### src/rtl/sdiv_pkg.sv
`timescale 1ns/1ps
// Package: shared types for the signed restoring divider.
// Assumes: only the controller state encoding needs sharing.
package sdiv_pkg;

    typedef enum logic [1:0] {
        ST_IDLE = 2'd0,
        ST_RUN  = 2'd1,
        ST_FIX  = 2'd2
    } sdiv_state_e;

endpackage

### src/rtl/sdiv_iter_ctr.sv
`timescale 1ns/1ps
// Module: sdiv_iter_ctr
// Counts the trial steps already taken and flags the final one.
// Assumes: clear and advance are never both high; CW holds WIDTH.
module sdiv_iter_ctr #(
    parameter int WIDTH = 8,
    parameter int CW    = $clog2(WIDTH + 1)
) (
    input  logic          clk,
    input  logic          rst_n,
    input  logic          clear,
    input  logic          advance,
    output logic [CW-1:0] count,
    output logic          last
);

    localparam logic [CW-1:0] LAST_IDX = CW'(WIDTH - 1);

    logic [CW-1:0] count_q;

    // Step counter: zero on reset or clear, plus one per trial step.
    always_ff @(posedge clk) begin
        if (!rst_n) begin
            count_q <= '0;
        end else if (clear) begin
            count_q <= '0;
        end else if (advance) begin
            count_q <= count_q + 1'b1;
        end
    end

    assign count = count_q;
    assign last  = (count_q == LAST_IDX);

endmodule

### src/rtl/sdiv_step.sv
`timescale 1ns/1ps
// Module: sdiv_step
// One restoring step, purely combinational. It shifts the accumulator
// and quotient pair left, adds or subtracts the divisor according to
// the sign relation, and decides success from the accumulator's sign.
// A zero accumulator also counts as success when every unconsumed
// dividend bit is zero. Failure restores the shifted accumulator.
// Assumes: the accumulator is one bit wider than the operands, so the
// shifted partial remainder cannot overflow for any divisor.
module sdiv_step #(
    parameter int WIDTH = 8,
    parameter int CW    = $clog2(WIDTH + 1)
) (
    input  logic [WIDTH:0]   acc_i,
    input  logic [WIDTH-1:0] quo_i,
    input  logic [WIDTH-1:0] dvs_i,
    input  logic [CW-1:0]    iter_i,
    output logic [WIDTH:0]   acc_o,
    output logic [WIDTH-1:0] quo_o
);

    localparam int AW = WIDTH + 1;

    logic [AW-1:0]    acc_sh;
    logic [WIDTH-1:0] quo_sh;
    logic [AW-1:0]    dvs_ext;
    logic [AW-1:0]    trial;
    logic [WIDTH-1:0] pend_mask;
    logic             pend_zero;
    logic             keep_sign;
    logic             step_ok;

    // Shift the pair left by one and sign-extend the divisor.
    always_comb begin
        acc_sh  = {acc_i[WIDTH-1:0], quo_i[WIDTH-1]};
        quo_sh  = {quo_i[WIDTH-2:0], 1'b0};
        dvs_ext = {dvs_i[WIDTH-1], dvs_i};
    end

    // Trial operation: subtract on equal signs, add otherwise.
    always_comb begin
        if (acc_sh[AW-1] == dvs_ext[AW-1]) begin
            trial = acc_sh - dvs_ext;
        end else begin
            trial = acc_sh + dvs_ext;
        end
    end

    // Dividend bits not yet shifted into the accumulator.
    always_comb begin
        pend_mask = {WIDTH{1'b1}} << (32'(iter_i) + 1);
        pend_zero = ((quo_sh & pend_mask) == '0);
    end

    // Decide success and pick the surviving accumulator and quotient bit.
    always_comb begin
        keep_sign = (trial[AW-1] == acc_sh[AW-1]);
        step_ok   = keep_sign || ((trial == '0) && pend_zero);
        acc_o     = step_ok ? trial : acc_sh;
        quo_o     = {quo_sh[WIDTH-1:1], step_ok};
    end

endmodule

### src/rtl/sdiv_sign_fix.sv
`timescale 1ns/1ps
// Module: sdiv_sign_fix
// Final correction: negates the raw quotient when the operand signs
// differ.
// Assumes: the raw quotient magnitude fits WIDTH bits as a signed value.
module sdiv_sign_fix #(
    parameter int WIDTH = 8
) (
    input  logic [WIDTH-1:0] quo_raw,
    input  logic             negate,
    output logic [WIDTH-1:0] quo_out
);

    // Two's-complement negation on request.
    always_comb begin
        quo_out = negate ? (~quo_raw + 1'b1) : quo_raw;
    end

endmodule

### src/rtl/sdiv_restoring.sv
`timescale 1ns/1ps
// Module: sdiv_restoring
// Top of the signed restoring divider. A controller loads the
// operands, runs WIDTH restoring steps (one per cycle), then corrects
// the quotient sign and pulses done. A zero divisor completes right
// after the sampling edge with the flag set.
// Assumes: start is sampled only in idle; the most negative dividend
// divided by -1 is outside the supported range.
module sdiv_restoring #(
    parameter int WIDTH = 8
) (
    input  logic             clk,
    input  logic             rst_n,
    input  logic             start,
    input  logic [WIDTH-1:0] dividend,
    input  logic [WIDTH-1:0] divisor,
    output logic [WIDTH-1:0] quotient,
    output logic [WIDTH-1:0] remainder,
    output logic             done,
    output logic             div_by_zero
);

    import sdiv_pkg::*;

    localparam int CW = $clog2(WIDTH + 1);
    localparam int AW = WIDTH + 1;

    sdiv_state_e      state_q;
    logic [AW-1:0]    acc_q;
    logic [WIDTH-1:0] quo_q;
    logic [WIDTH-1:0] dvs_q;
    logic             neg_q;
    logic             dvd_sign_q;
    logic [WIDTH-1:0] quotient_q;
    logic [WIDTH-1:0] remainder_q;
    logic             done_q;
    logic             dbz_q;

    logic [CW-1:0]    iter_cnt;
    logic             iter_last;
    logic [AW-1:0]    acc_nx;
    logic [WIDTH-1:0] quo_nx;
    logic [WIDTH-1:0] quo_fixed;
    logic             ctr_clear;
    logic             ctr_adv;

    assign ctr_clear = (state_q == ST_IDLE);
    assign ctr_adv   = (state_q == ST_RUN);

    sdiv_iter_ctr #(.WIDTH(WIDTH), .CW(CW)) u_ctr (
        .clk     (clk),
        .rst_n   (rst_n),
        .clear   (ctr_clear),
        .advance (ctr_adv),
        .count   (iter_cnt),
        .last    (iter_last)
    );

    sdiv_step #(.WIDTH(WIDTH), .CW(CW)) u_step (
        .acc_i  (acc_q),
        .quo_i  (quo_q),
        .dvs_i  (dvs_q),
        .iter_i (iter_cnt),
        .acc_o  (acc_nx),
        .quo_o  (quo_nx)
    );

    sdiv_sign_fix #(.WIDTH(WIDTH)) u_fix (
        .quo_raw (quo_q),
        .negate  (neg_q),
        .quo_out (quo_fixed)
    );

    // Controller and datapath registers: load, iterate, correct, report.
    always_ff @(posedge clk) begin
        if (!rst_n) begin
            state_q     <= ST_IDLE;
            acc_q       <= '0;
            quo_q       <= '0;
            dvs_q       <= '0;
            neg_q       <= 1'b0;
            dvd_sign_q  <= 1'b0;
            quotient_q  <= '0;
            remainder_q <= '0;
            done_q      <= 1'b0;
            dbz_q       <= 1'b0;
        end else begin
            done_q <= 1'b0;
            case (state_q)
                ST_IDLE: begin
                    if (start) begin
                        if (divisor == '0) begin
                            quotient_q  <= '0;
                            remainder_q <= dividend;
                            dbz_q       <= 1'b1;
                            done_q      <= 1'b1;
                        end else begin
                            acc_q      <= {AW{dividend[WIDTH-1]}};
                            quo_q      <= dividend;
                            dvs_q      <= divisor;
                            neg_q      <= dividend[WIDTH-1] ^ divisor[WIDTH-1];
                            dvd_sign_q <= dividend[WIDTH-1];
                            state_q    <= ST_RUN;
                        end
                    end
                end
                ST_RUN: begin
                    acc_q <= acc_nx;
                    quo_q <= quo_nx;
                    if (iter_last) begin
                        state_q <= ST_FIX;
                    end
                end
                ST_FIX: begin
                    quotient_q  <= quo_fixed;
                    remainder_q <= acc_q[WIDTH-1:0];
                    dbz_q       <= 1'b0;
                    done_q      <= 1'b1;
                    state_q     <= ST_IDLE;
                end
                default: begin
                    state_q <= ST_IDLE;
                end
            endcase
        end
    end

    assign quotient    = quotient_q;
    assign remainder   = remainder_q;
    assign done        = done_q;
    assign div_by_zero = dbz_q;

    // done is a single-cycle pulse.
    assert_done_pulse_R7: assert property (@(posedge clk) disable iff (!rst_n)
        done_q |=> !done_q);

    // results hold between completions.
    assert_result_hold_R9: assert property (@(posedge clk) disable iff (!rst_n)
        !done_q |-> ($stable(quotient_q) && $stable(remainder_q)));

    // a zero-divisor completion reports a zero quotient.
    assert_dbz_quot_R5: assert property (@(posedge clk) disable iff (!rst_n)
        (done_q && dbz_q) |-> (quotient_q == '0));

    // a nonzero quotient is negative exactly when the signs differ.
    assert_quot_sign_R3: assert property (@(posedge clk) disable iff (!rst_n)
        (done_q && !dbz_q && (quotient_q != '0)) |-> (quotient_q[WIDTH-1] == neg_q));

    // a nonzero remainder carries the dividend's sign.
    assert_rem_sign_R4: assert property (@(posedge clk) disable iff (!rst_n)
        (done_q && !dbz_q && (remainder_q != '0)) |-> (remainder_q[WIDTH-1] == dvd_sign_q));

    // the step counter stays inside the WIDTH-step window.
    assert_iter_bound_R2: assert property (@(posedge clk) disable iff (!rst_n)
        (state_q == ST_RUN) |-> (32'(iter_cnt) < WIDTH));

    // a running division keeps its captured divisor whatever start does.
    assert_busy_ignore_R8: assert property (@(posedge clk) disable iff (!rst_n)
        (state_q == ST_RUN) |=> $stable(dvs_q));

endmodule

### config.mk
export PLATFORM = sky130hd
export DESIGN_NAME = sdiv_restoring
export DESIGN_NICKNAME = d
export VERILOG_FILES = /design/src/rtl/sdiv_pkg.sv /design/src/rtl/sdiv_iter_ctr.sv /design/src/rtl/sdiv_step.sv /design/src/rtl/sdiv_sign_fix.sv /design/src/rtl/sdiv_restoring.sv
export SDC_FILE = /design/constraint.sdc
export NUM_CORES = 1
export LEC_CHECK = 0
export CAP_MARGIN = 20
export CORE_MARGIN = 10
export CORE_UTILIZATION = 55
export CTS_CLUSTER_SIZE = 30
export DETAILED_ROUTE_END_ITERATION = 12
export PLACE_DENSITY = 0.78
export SLEW_MARGIN = 20
export SYNTH_ARGS = -nofsm -noshare
export SYNTH_HDL_FRONTEND = slang
export SYNTH_HIERARCHICAL = 1
export SYNTH_SLANG_ARGS = --single-unit
### constraint.sdc
create_clock -name clk -period 4.2 [get_ports clk]
set_clock_uncertainty 0.15 [all_clocks]
set_input_delay 0.63 -clock clk [delete_from_list [all_inputs] [get_ports clk]]
set_output_delay 0.63 -clock clk [all_outputs]
set_load 0.02 [all_outputs]
; ---- Word-level counts from Yosys, hierarchy flattened
; Index checks and enable logic that the tools add are counted.
[totals]
latchBits = 0
word_cells = 68
output_inout_bits = 18
ram_bits = 0
ff_bits = 49
romBits = 0
in_bits = 19
memories = 0
[classes]
div_mod_pow = 0
n_bitwise = 5
order_cmp = 0
multipliers = 0
n_reduce_logical = 13
muxes = 25
n_addsub = 5
shift = 1
eq_ne = 9
[ops]
columns = cell, n
row1 = 8-bit two-way mux, 10
row2 = 8-bit one-hot mux with 2 select lines, 4
row3 = 8-bit by 32-bit left shift with 8-bit output (first input constant), 1
row4 = 8-bit zero test, 2
row5 = 3-bit AND reduction, 4
row6 = 9-bit adder, 1
row7 = 9-bit zero test, 1
row8 = 9-bit two-way mux, 1
row9 = 9-bit subtractor, 1
row10 = 8-bit by 1-bit adder with 8-bit output (second input constant), 1
row11 = 8-bit AND, 1
row12 = 8-bit NOT, 1
row13 = 2-bit two-way mux, 3
row14 = 2-bit inequality test (second input constant), 3
row15 = 4-bit by 1-bit adder with 5-bit output (second input constant), 1
row16 = 4-bit by 1-bit adder with 4-bit output (second input constant), 1
row17 = 4-bit by 3-bit equality test with 1-bit output (second input constant), 1
row18 = 1-bit two-way mux, 4
row19 = 1-bit one-hot mux with 2 select lines, 2
row20 = 2-bit one-hot mux with 2 select lines, 1
row21 = 2-bit nonzero test, 2
row22 = 1-bit equality test, 2
row23 = 2-bit by 1-bit equality test with 1-bit output (second input constant), 1
row24 = 2-bit equality test (second input constant), 1
row25 = 7 further kinds, 8

; ---- Depth between registers and ports, before layout
; Gate-level depths: netlist of the first run.
[depth]
word_depth = 8
depth_mapped = 15
mapped_depth_nobuf = 14

; ---- Hierarchy
; Netlist of the first run, hierarchy kept.
[modules_own_cells]
columns = mod, seq_area_each_um2, cells_per_inst, area_per_inst_um2, n_inst
row1 = sdiv_restoring, 920.9, 212, 1916.8, 1
row2 = sdiv_step, 0.0, 125, 932.1, 1
row3 = sdiv_iter_ctr, 80.1, 18, 191.4, 1
row4 = sdiv_sign_fix, 0.0, 21, 171.4, 1

; ---- Worst setup path after synthesis of the first run
; Ideal clock, no wire load.
[synth_path]
path_kind = register to register
startpoint = register acc_q[7]
endpoint = register acc_q[3]
path_stages_with_launch = 12
arrival_time_ns = 3.009
setup_ns = 0.131
synth_period_minus_slack_ns = 3.290
setup_slack_ns = 0.910
required_time_ns = 3.919
cell_sequence = dfxtp_1 xnor2_1 mux2_2 fa_1 nand2b_1 a211oi_2 o21ai_0 a221oi_4 a31oi_4 a21o_1 o21ai_0 a21oi_2
[synth_between]
elab_chain_len = 7
[synth_rtl]
columns = element, line_no
row1 = start: declaration, sdiv_restoring.sv:29  ; logic [AW-1:0] acc_q;
row2 = start signal: assignment, sdiv_restoring.sv:98  ; acc_q <= {AW{dividend[WIDTH-1]}};
row3 = start signal: assignment, sdiv_restoring.sv:108  ; acc_q <= acc_nx;
row4 = "9-bit adder, or another cell as far along", sdiv_step.sv:45  ; trial = acc_sh + dvs_ext;
row5 = 9-bit two-way mux, sdiv_step.sv:42  ; if (acc_sh[AW-1] == dvs_ext[AW-1]) begin
row6 = 9-bit zero test, sdiv_step.sv:58  ; step_ok = keep_sign || ((trial == '0) && pend_zero);
row7 = 1-bit logical AND, sdiv_step.sv:58
row8 = 1-bit logical OR, sdiv_step.sv:58
row9 = 8-bit two-way mux *, sdiv_step.sv:59  ; acc_o = step_ok ? trial : acc_sh;
row10 = named net acc_nx[3], sdiv_restoring.sv:41  ; logic [AW-1:0] acc_nx;
row11 = 8-bit one-hot mux with 2 select lines *, sdiv_restoring.sv:89  ; case (state_q)
; Mark *: on every way through the listed nets, which the timed path passes. The rest lies on a longest branch.
; A chain may end at the register's enable or synchronous reset.

; ---- Worst setup path in the final report of the first run
; Same ends and word-level chain as after synthesis.

==> results of run 1 <==
==> power by group through the flow <==
stage                     clock network [W]  registers (W)  logic, W
after floorplan                           0       0.000530  0.000485
after global placement                    0       0.000544  0.000555
after detailed placement                  0       0.000545  0.000564
after CTS                          0.000353       0.000534  0.000570
after global routing               0.000366       0.000539  0.000639
final                              0.000346       0.000534  0.000582
==> cell type report <==
cell class / count / area, sq um / area share
clock buffers: 5 / 68.8 / 0.0191
clock inverters: 3 / 43.8 / 0.0121
inverters: 13 / 48.8 / 0.0135
multi-input cells: 286 / 1980 / 0.550
flip-flops and latches: 49 / 981 / 0.272
well taps: 72 / 90.1 / 0.0250
repair buffers: 39 / 390 / 0.108
==> worst max-delay path by stage <==
| stage | startpoint | to | slack, ns | depth (start not counted) |
|---|---|---|---|---|
| after CTS | acc_q[7] | acc_q[3] | 0.63 | 11 |
| after detailed placement | acc_q[7] | acc_q[3] | 0.66 | 11 |
| after global routing | acc_q[7] | acc_q[2] | 0.27 | 11 |
| final | acc_q[7] | acc_q[3] | 0.60 | 11 |
| after global placement | acc_q[7] | acc_q[4] | 0.76 | 11 |
| after floorplan | acc_q[7] | acc_q[3] | 0.91 | 11 |
==> metal layers <==
layer  GRT usage  share of wire  vias to the layer above  routed length (microns)
met4      0.0590          0.015                        0                      112
met2       0.250           0.46                       83                     3420
met3      0.0444          0.068                       13                      505
met1       0.207           0.46                     1299                     3410
met5           0              0                        -                        0
li1            -              -                     1355                        -
==> critical path: stages, from the launching register on <==
cell      delay [ns]
dfxtp_1         0.37
xnor2_1         0.40
mux2_2          0.42
fa_1            0.43
nand2b_1        0.21
a211oi_2        0.28
o21ai_0         0.20
a221oi_4        0.39
a31oi_4         0.18
a21o_1          0.20
o21ai_0         0.19
a21oi_2         0.05
==> per-stage QoR <==
| step | power, W | utilization |
|---|---|---|
| 3_5_place_dp | 0.00111 | 0.628 |
| 2_1_floorplan | 0.00102 | - |
| 5_1_grt | 0.00154 | 0.651 |
| 4_1_cts | 0.00146 | 0.648 |
| 6_report | 0.00146 | 0.651 |
| 3_3_place_gp | 0.00110 | 0.628 |
==> state kept, by name, indices dropped and copies added, names as in the netlist <==
signal / flops
acc_q: 8
div_by_zero: 1
done: 1
dvs_q: 8
neg_q: 1
quo_q: 8
quotient: 8
remainder: 8
state_q: 2
u_ctr/count: 4
==> impl_metrics.csv, run 1 <==
group,metric,value,unit
logic_synthesis,syn_area,3170,sq um
timing,setup_tns,0,ns
global_route,grt.overflow.total,0,
finish,drive_gt1_frac,0.114,
setup_path,cp-end-kind,"flop",
timing,hold_violations,0,
pwr,seq_power_share,0.365,
timing,worst_pin_slew,0.855,ns
route,vias_per_cell,5.89,
finish,stdcell_area,3600,sq um
logic_synthesis,syn_area_per_cell,8.55,sq um
timing,min_period,3.60,ns
clocking,ctsHoldBuffers,0,
placed_design,post_dp_cell_area,3480,sq um
logic_synthesis,syn_inst,371,
placed_design,dpl.hpwl,5470,microns
timing,finalMaxSlewViolations,0,
placed_design,place_ws,0.664,ns
setup_path,r2r_end,"acc_q[3]",
finish,fill_cells,479,
clocking,clkTransAtPathRegs,0.09,ns
worst_hold_path,min_to,"quotient[3]",
floorplan,fp.dieW,95.9,microns
worst_hold_path,min_from,"quotient[3]",
setup_path,worstSetupPathType,"flop to flop",
finish,final_common_cell,"nand2_1",
pwr,switchingPower,0.000543,W
pwr,power_frac_clock,0.237,
global_route,grt_usage,0.160,
clocking,htreeDepth,2,
global_route,grt_pass1_vias,2549,
logic_synthesis,yosys_warnings,6,
setup_path,worstPathArrival,3.64,ns
floorplan,num_io_pins,37,
status,status,"finished clean",
setup_path,r2r_cells,11,
clocking,root_buffer,"clkbuf_8",
pwr,p_leak,1.35,nW
finish,nNetsFinal,426,
floorplan,initial_utilization,0.572,
timing,holdWs,0.320,ns
clocking,cts_buffers,5,
setup_path,cp_max_fo,6,
setup_path,rrSetupSlack,0.60,ns
setup_path,r2r_start,"acc_q[7]",
route,drtIter0Drc,222,
placed_design,dp_cells,458,
global_route,grt_max_degree,36,
run,drv_cap,0,
clocking,cts_tree,"yes",
finish,antenna_cells,0,
timing,setup_slack,0.599,ns
timing,period_share,0.857,
timing,slew-limit-headroom,0.428,
route,drt_pass1_iterations,4,
global_route,antenna_found_initial,0,
placed_design,gp_congestion,0.934,
placed_design,portBuffers,36,
setup_path,critPathLaunchType,"flop",
worst_hold_path,hold_class,"flop to flop",
route,antenna_left,0,
floorplan,core_area,5540,sq um
route,vias,2750,
clocking,ctsResizeCount,0,
clocking,clk_latency,0.32,ns
floorplan,fp.dieH,95.9,microns
setup_path,crit_required,4.24,ns
timing,max_freq,278,MHz
pwr,swShare,0.371,
clocking,cts.sinks,49,
finish,fin_cells,467,
pwr,pwr-share-comb,0.398,
clocking,cts_max_path_buffers,2,
route,drc,0,
timing,rsz0062_at_grt,"false",
finish,syn2layout_area_growth,13.7,%
route,wirelength,7460,microns
clocking,cts_setup_buffers,0,
worst_hold_path,hold_depth,2,
floorplan,rows,27,
timing,setup_viol,0,
finish,mostFrequentLayoutCells,"nand2_1, dfxtp_1, clkdlybuf4s50_1",
global_route,grt_pass1_wl,12000,microns
floorplan,dieArea,9200,sq um
pwr,ir_worst_vdd,0.152,mV
logic_synthesis,syn_nets,403,
route,wl_per_cell,16.0,microns
pwr,p_int,0.000920,W
pwr,power_density,406,nW/um^2
Note: power is estimated with default switching activity, not from simulation.
==> inputs of run 2 (changes only) <==
--- a/config.mk
+++ b/config.mk
@@ -7,10 +7,9 @@
 export LEC_CHECK = 0
 export CAP_MARGIN = 20
 export CORE_MARGIN = 10
-export CORE_UTILIZATION = 55
+export CORE_UTILIZATION = 39
 export CTS_CLUSTER_SIZE = 30
 export DETAILED_ROUTE_END_ITERATION = 12
-export PLACE_DENSITY = 0.78
 export SLEW_MARGIN = 20
 export SYNTH_ARGS = -nofsm -noshare
 export SYNTH_HDL_FRONTEND = slang
==> impl_metrics.csv, run 2 (synthesized netlist as in run 1, its figures left out) <==
group,metric,value,unit
status,status,"finished clean",
finish,mostFrequentLayoutCells,"nand2_1, dfxtp_1, clkdlybuf4s50_1",
finish,antenna_cells,0,
floorplan,fp.dieW,110,microns
clocking,cts_buffers,5,
pwr,ir_worst_vdd,0.153,mV
finish,drive_gt1_frac,0.112,
setup_path,worstSetupPathType,"flop to flop",
timing,holdWs,0.319,ns
pwr,finalPower,0.00139,W
clocking,htreeDepth,2,
timing,rsz0062_at_grt,"false",
clocking,cts.sinks,49,
clocking,clk_latency,0.30,ns
clocking,ctsResizeCount,0,
setup_path,critPathLaunchType,"flop",
route,drt_pass1_iterations,4,
finish,syn2layout_area_growth,13.7,%
timing,hold_violations,0,
placed_design,portBuffers,36,
timing,max_freq,279,MHz
finish,stdcell_area,3600,sq um
global_route,antenna_found_initial,0,
route,vias,2606,
route,vias_per_cell,5.25,
global_route,grt_usage,0.124,
floorplan,num_io_pins,37,
route,wirelength,7540,microns
clocking,cts_tree,"yes",
clocking,cts_setup_buffers,0,
route,drc,0,
setup_path,slowest_stage,"fa_1",
clocking,cts_max_path_buffers,2,
setup_path,cp_max_fo,6,
timing,worst_pin_slew,0.928,ns
finish,nNetsFinal,425,
floorplan,dieArea,12100,sq um
setup_path,cpMostUsedCell,"o21ai_0",
timing,min_period,3.58,ns
pwr,p_leak,1.33,nW
pwr,power_density,385,nW/um^2
finish,final_common_cell,"nand2_1",
floorplan,rows,32,
setup_path,cp-end-kind,"flop",
finish,fill_cells,776,
setup_path,crit_required,4.23,ns
setup_path,path_delay_family,"compound AO/OA/AOI/OAI gates",
timing,slew-limit-headroom,0.380,
route,antenna_left,0,
clocking,root_buffer,"clkbuf_8",
timing,period_share,0.853,
global_route,grt.overflow.total,0,
placed_design,post_dp_cell_area,3510,sq um
setup_path,worstPathArrival,3.62,ns
placed_design,dpl.hpwl,5720,microns
floorplan,initial_utilization,0.406,
global_route,grt_max_degree,30,
clocking,ctsHoldBuffers,0,
global_route,grt_pass1_vias,2496,
timing,setup_viol,0,
worst_hold_path,hold_class,"flop to flop",
floorplan,fp.dieH,110,microns
run,drv_cap,0,
global_route,grt_pass1_wl,12500,microns
timing,finalMaxSlewViolations,0,
route,drtIter0Drc,181,
clocking,clkTransAtPathRegs,0.09,ns
route,wl_per_cell,15.2,microns
timing,setup_tns,0,ns
setup_path,crit_chain,"xnor2_1 -> mux2_2 -> fa_1 -> nand2b_1 -> a211oi_2 -> o21ai_0 -> a221oi_4 -> a31oi_4 -> a21o_1 -> o21ai_0 -> a21oi_2",
floorplan,core_area,7810,sq um
setup_path,cpPeakStageDelay,0.43,ns
placed_design,gp_congestion,0.874,
setup_path,cp_num_buf_inv,0,
==> run 2: stage by stage <==
stage	utilization	instances	setup slack (ns)
2_1_floorplan	-	371	0.911
3_3_place_gp	0.450	488	0.740
3_5_place_dp	0.450	488	0.658
4_1_cts	0.462	496	0.627
5_1_grt	0.462	496	0.319
6_report	0.462	496	0.619
==> run 2: final cells by class <==
cell class | count | area (sq um) | share of cell area
multi-input cells | 286 | 1980 | 0.550
flip-flops and latches | 49 | 981 | 0.272
repair buffers | 38 | 375 | 0.104
well taps | 102 | 128 | 0.0354
clock buffers | 5 | 68.8 | 0.0191
inverters | 13 | 48.8 | 0.0135
clock inverters | 3 | 21.3 | 0.00590
==> run 2: path summary, 6_finish.rpt <==
path,start,end,slack (ns),cells past startpoint
max,acc_q[7],acc_q[4],0.62,11
min,quotient[2],quotient[2],0.32,2
max reg2reg,acc_q[7],acc_q[4],0.62,11
min reg2reg,quotient[2],quotient[2],0.32,2
==> run 2: layer usage <==
layer | wire [microns] | global-route usage | vias up
met5 | 0 | 0 | -
met4 | 47 | 0.0220 | 0
met3 | 416 | 0.0296 | 2
met2 | 3240 | 0.192 | 41
met1 | 3840 | 0.174 | 1208
li1 | - | - | 1355
==> run 2: where the power goes <==
group	internal (W)	switching (W)
Combinational	0.000250	0.000323
Sequential	0.000491	0.0000437
Clock	0.000118	0.000163
==> run 2: worst register-to-register path, delay by kind of cell (launching register included) <==
kind / cells / cell delay [ns]
xor gates and xnor gates: 1 / 0.42
DFF: 1 / 0.37
and+or+nand+nor: 1 / 0.21
muxes: 1 / 0.42
adders and majority gates: 1 / 0.43
AOI/OAI and AO/OA: 7 / 1.47
